==> src/rtl/ilk_pkg.sv <==
package ilk_pkg;
  // Pipeline stages that can still hold a pending register write
  typedef enum logic [1:0] {
    WS_EX  = 2'd0,
    WS_MEM = 2'd1,
    WS_WB  = 2'd2
  } wstage_e;

  localparam int NUM_WSTAGE = 3;
  localparam int NUM_SRC    = 2;

  // Which stages must hold decode: execute and memory always,
  // writeback only if the register file cannot write-then-read.
  function automatic logic [NUM_WSTAGE-1:0] hold_mask(input bit split_phase);
    logic [NUM_WSTAGE-1:0] m;
    m = '0;
    m[WS_EX]  = 1'b1;
    m[WS_MEM] = 1'b1;
    m[WS_WB]  = !split_phase;
    return m;
  endfunction
endpackage

==> src/rtl/ilk_src_match.sv <==
module ilk_src_match
  import ilk_pkg::*;
#(
  parameter int AW = 5,
  parameter int NW = NUM_WSTAGE
) (
  input  logic          clk,
  input  logic          rst_n,
  input  logic [AW-1:0] src,
  input  logic          src_used,
  input  logic [NW-1:0] st_wen,
  input  logic [NW*AW-1:0] st_dst,
  output logic [NW-1:0] hit
);
  // A source is live only if read and not the hardwired zero register
  function automatic logic live(input logic [AW-1:0] r, input logic u);
    return u && (r != '0);
  endfunction

  function automatic logic same_reg(input logic [AW-1:0] x, input logic [AW-1:0] y);
    return x == y;
  endfunction

  logic src_live;
  assign src_live = live(src, src_used);

  for (genvar k = 0; k < NW; k++) begin : g_stage
    logic [AW-1:0] dk;
    assign dk     = st_dst[k*AW +: AW];
    assign hit[k] = src_live && st_wen[k] && same_reg(src, dk);

    // a stage that will not write cannot match
    p_wen_gate_r6: assert property (@(posedge clk) disable iff (!rst_n)
      !st_wen[k] |-> !hit[k]);
  end

  // register zero never matches
  p_zero_src_r4: assert property (@(posedge clk) disable iff (!rst_n)
    (src == '0) |-> (hit == '0));
  // unread field never matches
  p_unused_src_r5: assert property (@(posedge clk) disable iff (!rst_n)
    !src_used |-> (hit == '0));
endmodule

==> src/rtl/ilk_stall_ctl.sv <==
module ilk_stall_ctl
  import ilk_pkg::*;
#(
  parameter int NS          = NUM_SRC,
  parameter int NW          = NUM_WSTAGE,
  parameter bit SPLIT_PHASE = 1'b1
) (
  input  logic             clk,
  input  logic             rst_n,
  input  logic [NS*NW-1:0] src_hits,
  input  logic             br_taken,
  output logic             stall,
  output logic             squash
);
  localparam logic [NW-1:0] MASK = hold_mask(SPLIT_PHASE);

  logic [NS-1:0] src_blocked;

  for (genvar s = 0; s < NS; s++) begin : g_src
    assign src_blocked[s] = |(src_hits[s*NW +: NW] & MASK);
  end

  assign stall  = |src_blocked;
  assign squash = br_taken && !stall;

  // a held branch never squashes fetch
  p_hold_beats_branch_r9: assert property (@(posedge clk) disable iff (!rst_n)
    stall |-> !squash);
  // a free taken branch squashes fetch
  p_taken_squash_r8: assert property (@(posedge clk) disable iff (!rst_n)
    (br_taken && !stall) |-> squash);
  // with split-phase writes, a writeback-only hit never holds
  if (SPLIT_PHASE) begin : g_wb_free
    logic any_early;
    always_comb begin
      any_early = 1'b0;
      for (int s = 0; s < NS; s++) begin
        any_early = any_early | src_hits[s*NW + int'(WS_EX)]
                              | src_hits[s*NW + int'(WS_MEM)];
      end
    end
    p_wb_no_hold_r3: assert property (@(posedge clk) disable iff (!rst_n)
      !any_early |-> !stall);
  end
endmodule

==> src/rtl/pipe_interlock.sv <==
module pipe_interlock
  import ilk_pkg::*;
#(
  parameter int AW          = 5,
  parameter bit SPLIT_PHASE = 1'b1
) (
  input  logic          clk,
  input  logic          rst_n,
  input  logic [AW-1:0] id_src_a,
  input  logic          id_use_a,
  input  logic [AW-1:0] id_src_b,
  input  logic          id_use_b,
  input  logic          id_br_taken,
  input  logic          ex_wen,
  input  logic [AW-1:0] ex_dst,
  input  logic          mem_wen,
  input  logic [AW-1:0] mem_dst,
  input  logic          wb_wen,
  input  logic [AW-1:0] wb_dst,
  output logic          pc_hold,
  output logic          idex_bubble,
  output logic          if_squash
);
  localparam int NW = NUM_WSTAGE;
  localparam int NS = NUM_SRC;

  logic [NW-1:0]    st_wen;
  logic [NW*AW-1:0] st_dst;
  logic [AW-1:0]    src   [NS];
  logic [NS-1:0]    used;
  logic [NS*NW-1:0] hits;
  logic             stall_w;
  logic             squash_w;

  assign st_wen = {wb_wen, mem_wen, ex_wen};
  assign st_dst = {wb_dst, mem_dst, ex_dst};
  assign src[0] = id_src_a;
  assign src[1] = id_src_b;
  assign used   = {id_use_b, id_use_a};

  for (genvar s = 0; s < NS; s++) begin : g_match
    ilk_src_match #(.AW(AW), .NW(NW)) u_match (
      .clk      (clk),
      .rst_n    (rst_n),
      .src      (src[s]),
      .src_used (used[s]),
      .st_wen   (st_wen),
      .st_dst   (st_dst),
      .hit      (hits[s*NW +: NW])
    );
  end

  ilk_stall_ctl #(.NS(NS), .NW(NW), .SPLIT_PHASE(SPLIT_PHASE)) u_ctl (
    .clk      (clk),
    .rst_n    (rst_n),
    .src_hits (hits),
    .br_taken (id_br_taken),
    .stall    (stall_w),
    .squash   (squash_w)
  );

  assign pc_hold     = stall_w;
  assign idex_bubble = stall_w;
  assign if_squash   = squash_w;

  // live source matching a writing execute stage holds
  p_ex_hold_r1: assert property (@(posedge clk) disable iff (!rst_n)
    ((id_use_a && id_src_a != '0 && ex_wen && id_src_a == ex_dst) ||
     (id_use_b && id_src_b != '0 && ex_wen && id_src_b == ex_dst)) |-> pc_hold);
  // live source matching a writing memory stage holds
  p_mem_hold_r2: assert property (@(posedge clk) disable iff (!rst_n)
    ((id_use_a && id_src_a != '0 && mem_wen && id_src_a == mem_dst) ||
     (id_use_b && id_src_b != '0 && mem_wen && id_src_b == mem_dst)) |-> pc_hold);
  // hold and bubble travel together
  p_hold_bubble_pair_r7: assert property (@(posedge clk) disable iff (!rst_n)
    pc_hold == idex_bubble);
endmodule

==> config.mk <==
export PLATFORM = sky130hd
export DESIGN_NAME = pipe_interlock
export DESIGN_NICKNAME = d
export VERILOG_FILES = /design/src/rtl/ilk_pkg.sv /design/src/rtl/ilk_src_match.sv /design/src/rtl/ilk_stall_ctl.sv /design/src/rtl/pipe_interlock.sv
export SDC_FILE = /design/constraint.sdc
export NUM_CORES = 1
export LEC_CHECK = 0
export ABC_AREA = 1
export BUFFER_PORTS_ARGS = -buffer_cell sky130_fd_sc_hd__buf_2
export CAP_MARGIN = 20
export CORE_AREA = 2 2 39 41
export DETAILED_ROUTE_END_ITERATION = 6
export DIE_AREA = 0 0 41 43
export GPL_TIMING_DRIVEN = 0
export PLACE_DENSITY = 0.76
export SYNTH_ARGS = -nofsm -noshare
export SYNTH_HDL_FRONTEND = slang
export SYNTH_SLANG_ARGS = --single-unit
==> constraint.sdc <==
create_clock -name vclk -period 2.47
set_clock_uncertainty 0.2 [all_clocks]
set_input_delay 0.494 -clock vclk [all_inputs]
set_output_delay 0.494 -clock vclk [all_outputs]
set_load 0.02 [all_outputs]
==> flow_metrics.env, run 1 <==
export IMPL_synth_area_per_cell_um2=3.962
export IMPL_drtAntennaViolNets=0
export IMPL_critical_path_startpoint="id_src_b[3]"
export IMPL_hold_viol=0
export IMPL_setup_viol=0
export IMPL_grt_max_degree=6
export IMPL_via_count=678
export IMPL_firstDrtPassIters=4
export IMPL_critical_path_class="in2out"
export IMPL_power_density_nw_per_um2=151.2
export IMPL_cp_max_fo=3
export IMPL_end_kind="primary output"
export IMPL_min_path_type="in2out"
export IMPL_synth_most_common_cell="nand2_1"
export IMPL_dp_hpwl_um=1089
export IMPL_syn2layout_area_growth_pct=37.43
export IMPL_setup_tns_ns=0
export IMPL_critPathLaunchType="input pin"
export IMPL_ios=36
export IMPL_stdcell_area_um2=588.1
export IMPL_track_usage_pct=14.49
export IMPL_drcViolationCount=0
export IMPL_slew_headroom_pct=90.89
export IMPL_post_dp_cell_area_um2=588.1
export IMPL_period_needed_ns=2.093
export IMPL_ys_seq_area_share_pct=0
export IMPL_yosysTopAreaCell="nand2_1"
export IMPL_drv_cap=0
export IMPL_seqCellArea_um2=0
export IMPL_start_util_pct=30.92
export IMPL_finalCritPeriodShare_pct=84.74
export IMPL_run_status="completed"
export IMPL_syn_nets=141
export IMPL_cts_setup_buffers=0
export IMPL_avgViaCountPerCell=4.461
export IMPL_max_freq_mhz=477.8
export IMPL_netlist_area_leader_share_pct=50.88
export IMPL_fillers=153
export IMPL_ctsHoldBuffers=0
export IMPL_worstMarginPinSlew_ns=0.1352
export IMPL_yosys_top_cells_area="nand2_1 (51%), nor2_1 (14%), inv_1 (12%)"
export IMPL_overflow=0
export IMPL_wl_um=1192
export IMPL_place_gp_congestion=0.8328
export IMPL_n_antenna_cell=0
export IMPL_synth_cell_area_um2=427.9
export IMPL_rsz0062_at_grt="false"
export IMPL_row_count=14
export IMPL_drt_iter0_drc=7
export IMPL_grt_pass1_wl_um=1904
export IMPL_grt_antenna_before_repair=0
export IMPL_grt_pass1_vias=564
export IMPL_critical_path_required_ns=1.78
export IMPL_die_width_um=41
export IMPL_ctsResizeCount=0
export IMPL_wl_per_cell_um=7.842
export IMPL_seq_cell_count=0
export IMPL_yosysWarnings=0
export IMPL_critPathCapture="pc_hold"
export IMPL_critPathArrivalTime_ns=1.40
export IMPL_finalMaxSlewViolations=0
export IMPL_p_leak_nw=0.4445
export IMPL_clkbuf_count=0
export IMPL_nets=171
export IMPL_peakVddDrop_mv=0.04977
export IMPL_synthCells=108
export IMPL_coreArea_um2=1384
export IMPL_die_height_um=43
export IMPL_dieArea_um2=1763
export IMPL_port_buffers=28
export IMPL_power_total_uw=88.93
export IMPL_drive_above_1_share_pct=28.68
export IMPL_synth_common_cells="nand2_1 (58), nor2_1 (16), inv_1 (14)"
export IMPL_yosysUniqueCellTypes=11
[layer usage]
layer  part of all wire, %  global-route usage [%]
met1                    41                   17.41
met2                    52                   28.13
met3                   7.4                       0
met4                     0                       0
met5                     0                       0
[layout make-up]
class	count	area (um^2)	area share (%)
well taps	16	20.02	3.404
inverters	22	82.58	14.04
plain buffers	1	7.507	1.277
repair buffers	28	140.1	23.83
multi-input cells	85	337.8	57.45
[cells by family after synthesis]
logic type / Yosys count / synth area share [%]
buffers and inverters: 23 / 21.05
AO/OA/AOI/OAI: 3 / 3.508
AND/OR/NAND/NOR: 82 / 75.44
[worst min path at each step]
stage / startpoint / end / cells past startpoint / slack, ns
floorplan: id_br_taken / if_squash / 2 / 0.89
global placement: id_br_taken / if_squash / 4 / 1.11
detailed placement: id_br_taken / if_squash / 4 / 1.12
CTS: id_br_taken / if_squash / 4 / 1.12
global route: id_br_taken / if_squash / 4 / 1.12
finish: id_br_taken / if_squash / 4 / 1.11
[metrics by stage]
step | hold slack, ns | instances | util, % | worst slack, ns
detailed placement | 1.117 | 152 | 42.50 | 0.3775
CTS | 1.117 | 152 | 42.50 | 0.3774
floorplan | 0.8937 | 108 | - | 0.5832
finish | 1.114 | 152 | 42.50 | 0.3769
global route | 1.124 | 152 | 42.50 | 0.2235
global placement | 1.108 | 152 | 42.50 | 0.3892
[critical path, cell delays in order]
cell,delay [ns]
buf_2,0.12
inv_2,0.07
nand4_1,0.10
o21ai_0,0.15
inv_1,0.05
nand2_1,0.08
nand2_2,0.06
buf_4,0.12
buf_2,0.15
[placed cells by master, fill, tap and decap left out]
master | synthesis | layout
buf_2 | 0 | 28
buf_4 | 1 | 1
inv_1 | 14 | 14
inv_2 | 8 | 8
nand2_1 | 58 | 58
nand2_2 | 1 | 1
nand3_1 | 4 | 4
nand4_1 | 2 | 2
nor2_1 | 16 | 16
nor2_2 | 1 | 1
o21ai_0 | 1 | 1
o21ai_1 | 2 | 2
[power by group]
group	leakage [nW]	total (mW)	internal, mW	switching, mW
Combinational	0.445	0.0889	0.0372	0.0517
Clock	0	0	0	0
Sequential	0	0	0	0
Total	0.445	0.0889	0.0372	0.0517
No activity file was read; power rests on OpenSTA's default activity.
==> run 2, diff against run 1 <==
--- a/config.mk
+++ b/config.mk
@@ -5,14 +5,14 @@
 export SDC_FILE = /design/constraint.sdc
 export NUM_CORES = 1
 export LEC_CHECK = 0
-export ABC_AREA = 1
+export ABC_AREA = 0
 export BUFFER_PORTS_ARGS = -buffer_cell sky130_fd_sc_hd__buf_2
 export CAP_MARGIN = 20
 export CORE_AREA = 2 2 39 41
 export DETAILED_ROUTE_END_ITERATION = 6
 export DIE_AREA = 0 0 41 43
 export GPL_TIMING_DRIVEN = 0
-export PLACE_DENSITY = 0.76
+export PLACE_DENSITY = 0.67
 export SYNTH_ARGS = -nofsm -noshare
 export SYNTH_HDL_FRONTEND = slang
 export SYNTH_SLANG_ARGS = --single-unit
==> constraint.sdc (replaced) <==
create_clock -name vclk -period 1.9
set_clock_uncertainty 0.2 [all_clocks]
set_input_delay 0.38 -clock vclk [all_inputs]
set_output_delay 0.38 -clock vclk [all_outputs]
set_load 0.02 [all_outputs]
==> run 2 against run 1 <==
The flow now finishes with violations (negative setup slack); utilization down 4.5 points; first-iteration DRC count is 71% lower; largest cell class unchanged; synthesized area fell by 31%; highest routed layer unchanged; die area is the same; largest power group unchanged; synthesized cell count shrank 65%; sequential share of layout area unchanged; via count fell by 45%; non-clock buffer count up 2.
==> flow_metrics.env, run 2 <==
export IMPL_final_util_pct=37.97
export IMPL_p_clk_share_pct=0
export IMPL_nets=103
export IMPL_seqCellArea_um2=0
export IMPL_critical_path_required_ns=1.32
export IMPL_synth_most_common_cell="xnor2_1"
export IMPL_grt_pass1_vias=359
export IMPL_cp_slowest_cell="or4_1"
export IMPL_post_dp_cell_area_um2=461.7
export IMPL_min_path_type="in2out"
export IMPL_grt_max_degree=4
export IMPL_p_int_uw=69.48
export IMPL_synth_cell_area_um2=294.0
export IMPL_drcViolationCount=0
export IMPL_worstMarginPinSlew_ns=0.3224
export IMPL_seq_cell_count=0
export IMPL_met3_length_um=76
export IMPL_wl_per_cell_um=10.23
export IMPL_switching_share_pct=41.40
export IMPL_grt_pass1_wl_um=1393
export IMPL_cp_common_cell="buf_6"
export IMPL_drt_iter0_drc=2
export IMPL_max_freq_mhz=444.6
export IMPL_yosys_top_cells_area="xnor2_1 (60%), nand4_1 (8.5%), a221oi_2 (5.1%)"
export IMPL_wl_met1_um=333
export IMPL_synth_area_per_cell_um2=7.738
export IMPL_coreArea_um2=1384
export IMPL_hold_slack_ns=0.8928
export IMPL_crit_path_max_incr_delay_ns=0.51
export IMPL_die_width_um=41
export IMPL_setup_viol=3
export IMPL_peakVddDrop_mv=0.08388
export IMPL_syn2layout_area_growth_pct=78.72
export IMPL_crit_chain="buf_8 > or4_1 > o21a_1 > a22o_4 > buf_6 > buf_6"
export IMPL_yosysTopAreaCell="xnor2_1"
export IMPL_place_gp_congestion=0.7741
export IMPL_ys_seq_area_share_pct=0
export IMPL_combPwrFrac_pct=100.0
export IMPL_wl_met2_um=449
export IMPL_wl_um=859
export IMPL_critPathArrivalTime_ns=1.67
export IMPL_firstDrtPassIters=2
export IMPL_hold_start="id_br_taken"
export IMPL_violations="negative setup slack"
export IMPL_top_layer="met3"
export IMPL_rsz0062_at_grt="true"
export IMPL_stdcell_area_um2=525.5
export IMPL_synth_common_cells="xnor2_1 (20), nand2_1 (4), nand4_1 (4)"
export IMPL_final_cell_mix="buf_2 (22), xnor2_1 (20), nand4_1 (4), nand2_1 (4), buf_6 (4)"
export IMPL_cp_max_fo=2
export IMPL_final_common_cell="buf_2"
export IMPL_holdPathStages=4
export IMPL_period_needed_ns=2.249
export IMPL_p_switching_uw=49.09
export IMPL_end_kind="primary output"
export IMPL_avgViaCountPerCell=4.440
export IMPL_pre_cts_slack_ns=-0.4208
export IMPL_run_status="finished with violations"
export IMPL_ctsHoldBuffers=0
export IMPL_worst_slack_ns=-0.3490
export IMPL_finalMaxSlewViolations=0
export IMPL_track_usage_pct=10.59
export IMPL_syn_nets=71
export IMPL_yosysWarnings=0
export IMPL_drv_cap=0
export IMPL_n_antenna_cell=0
export IMPL_yosysUniqueCellTypes=10
export IMPL_whs_endpoint="if_squash"
export IMPL_dieArea_um2=1763
export IMPL_critical_path_class="in2out"
export IMPL_synthCells=38
export IMPL_netlist_area_leader_share_pct=59.57
export IMPL_p_leak_nw=0.2233
export IMPL_clkbuf_count=0
export IMPL_start_util_pct=21.25
export IMPL_slew_headroom_pct=78.51
export IMPL_hold_viol=0
export IMPL_fillers=153
export IMPL_grt_antenna_before_repair=0
export IMPL_row_count=14
export IMPL_power_density_nw_per_um2=225.6
export IMPL_die_height_um=43
export IMPL_overflow=0
export IMPL_ios=36
export IMPL_p_seq_share_pct=0
export IMPL_drive_above_1_share_pct=50.00
export IMPL_via_count=373
export IMPL_finalCritPeriodShare_pct=118.4
export IMPL_critPathLaunchType="input pin"
export IMPL_drtAntennaViolNets=0
export IMPL_port_buffers=28
export IMPL_dp_hpwl_um=784.9
export IMPL_multiInputGateArea_um2=294.0
[run 2: cell count changes in the layout (fill, tap and decap cells not counted), sizes merged, moves of 2 or more]
cell / delta
or4: +2
inv: -21
nand3: -4
nand2: -55
o22ai: +2
xnor2: +20
o21a: +2
nand4: +2
o21ai: -3
nor2: -17
buf: +2
[run 2: critical path: cells and delay by family]
| family | cells | cell delay (ns) |
|---|---|---|
| compound gates | 2 | 0.46 |
| simple gates | 1 | 0.51 |
| buf+inv | 3 | 0.32 |
[run 2: how the worst max path moves through the flow]
stage                           start   endpoint  slack (ns)  cells past startpoint
after floorplan           id_src_a[0]  if_squash       -0.21                      3
after global placement    id_src_a[0]    pc_hold       -0.42                      6
after detailed placement  id_src_a[0]    pc_hold       -0.42                      6
after CTS                 id_src_a[3]    pc_hold       -0.38                      6
after global routing      id_src_a[3]    pc_hold       -0.37                      6
final                     id_src_a[3]    pc_hold       -0.35                      6
[run 2: cell type report]
type | instances | area share [%]
buffer | 1 | 2.143
tap | 16 | 3.810
inverter | 1 | 0.7143
multi-input combinational | 36 | 55.95
timing repair buffer | 30 | 37.38
[run 2: per-layer routing]
metal,vias to the layer above,track usage [%]
met3,0,0.5236
met4,0,0
met2,15,20.00
met5,-,0
met1,163,12.97
li1,195,-
[run 2: what timing repair did]
action / 4_1_cts / 5_1_grt
endpoints found under the hold margin: 0 / 0
buffers inserted: 2 / 0
resized for setup: 15 / 0
setup endpoints to repair: 3 / 3
pin swaps: 6 / 3
[run 2: per-stage QoR]
stage	std cells	total power [mW]	TNS, ns
2_1_floorplan	38	0.05772	-0.4469
3_3_place_gp	82	0.1048	-1.056
3_5_place_dp	82	0.1063	-1.080
4_1_cts	84	0.1202	-1.017
5_1_grt	84	0.1292	-1.026
6_report	84	0.1186	-0.9312
[run 2: power by group through the flow]
stage | Sequential, mW | Combinational, mW | Clock [mW]
after floorplan | 0 | 0.0577 | 0
after global placement | 0 | 0.105 | 0
after global routing | 0 | 0.129 | 0
after CTS | 0 | 0.120 | 0
after detailed placement | 0 | 0.106 | 0
final | 0 | 0.119 | 0
[run 2: cells by family (layout without fill, tap and decap cells)]
group,count (synthesis),after routing,synth area share (%)
and+or+nand+nor,10,10,18.72
buffers and inverters,2,32,3.830
xor gates and xnor gates,20,20,59.58
AOI/OAI and AO/OA,6,6,17.87
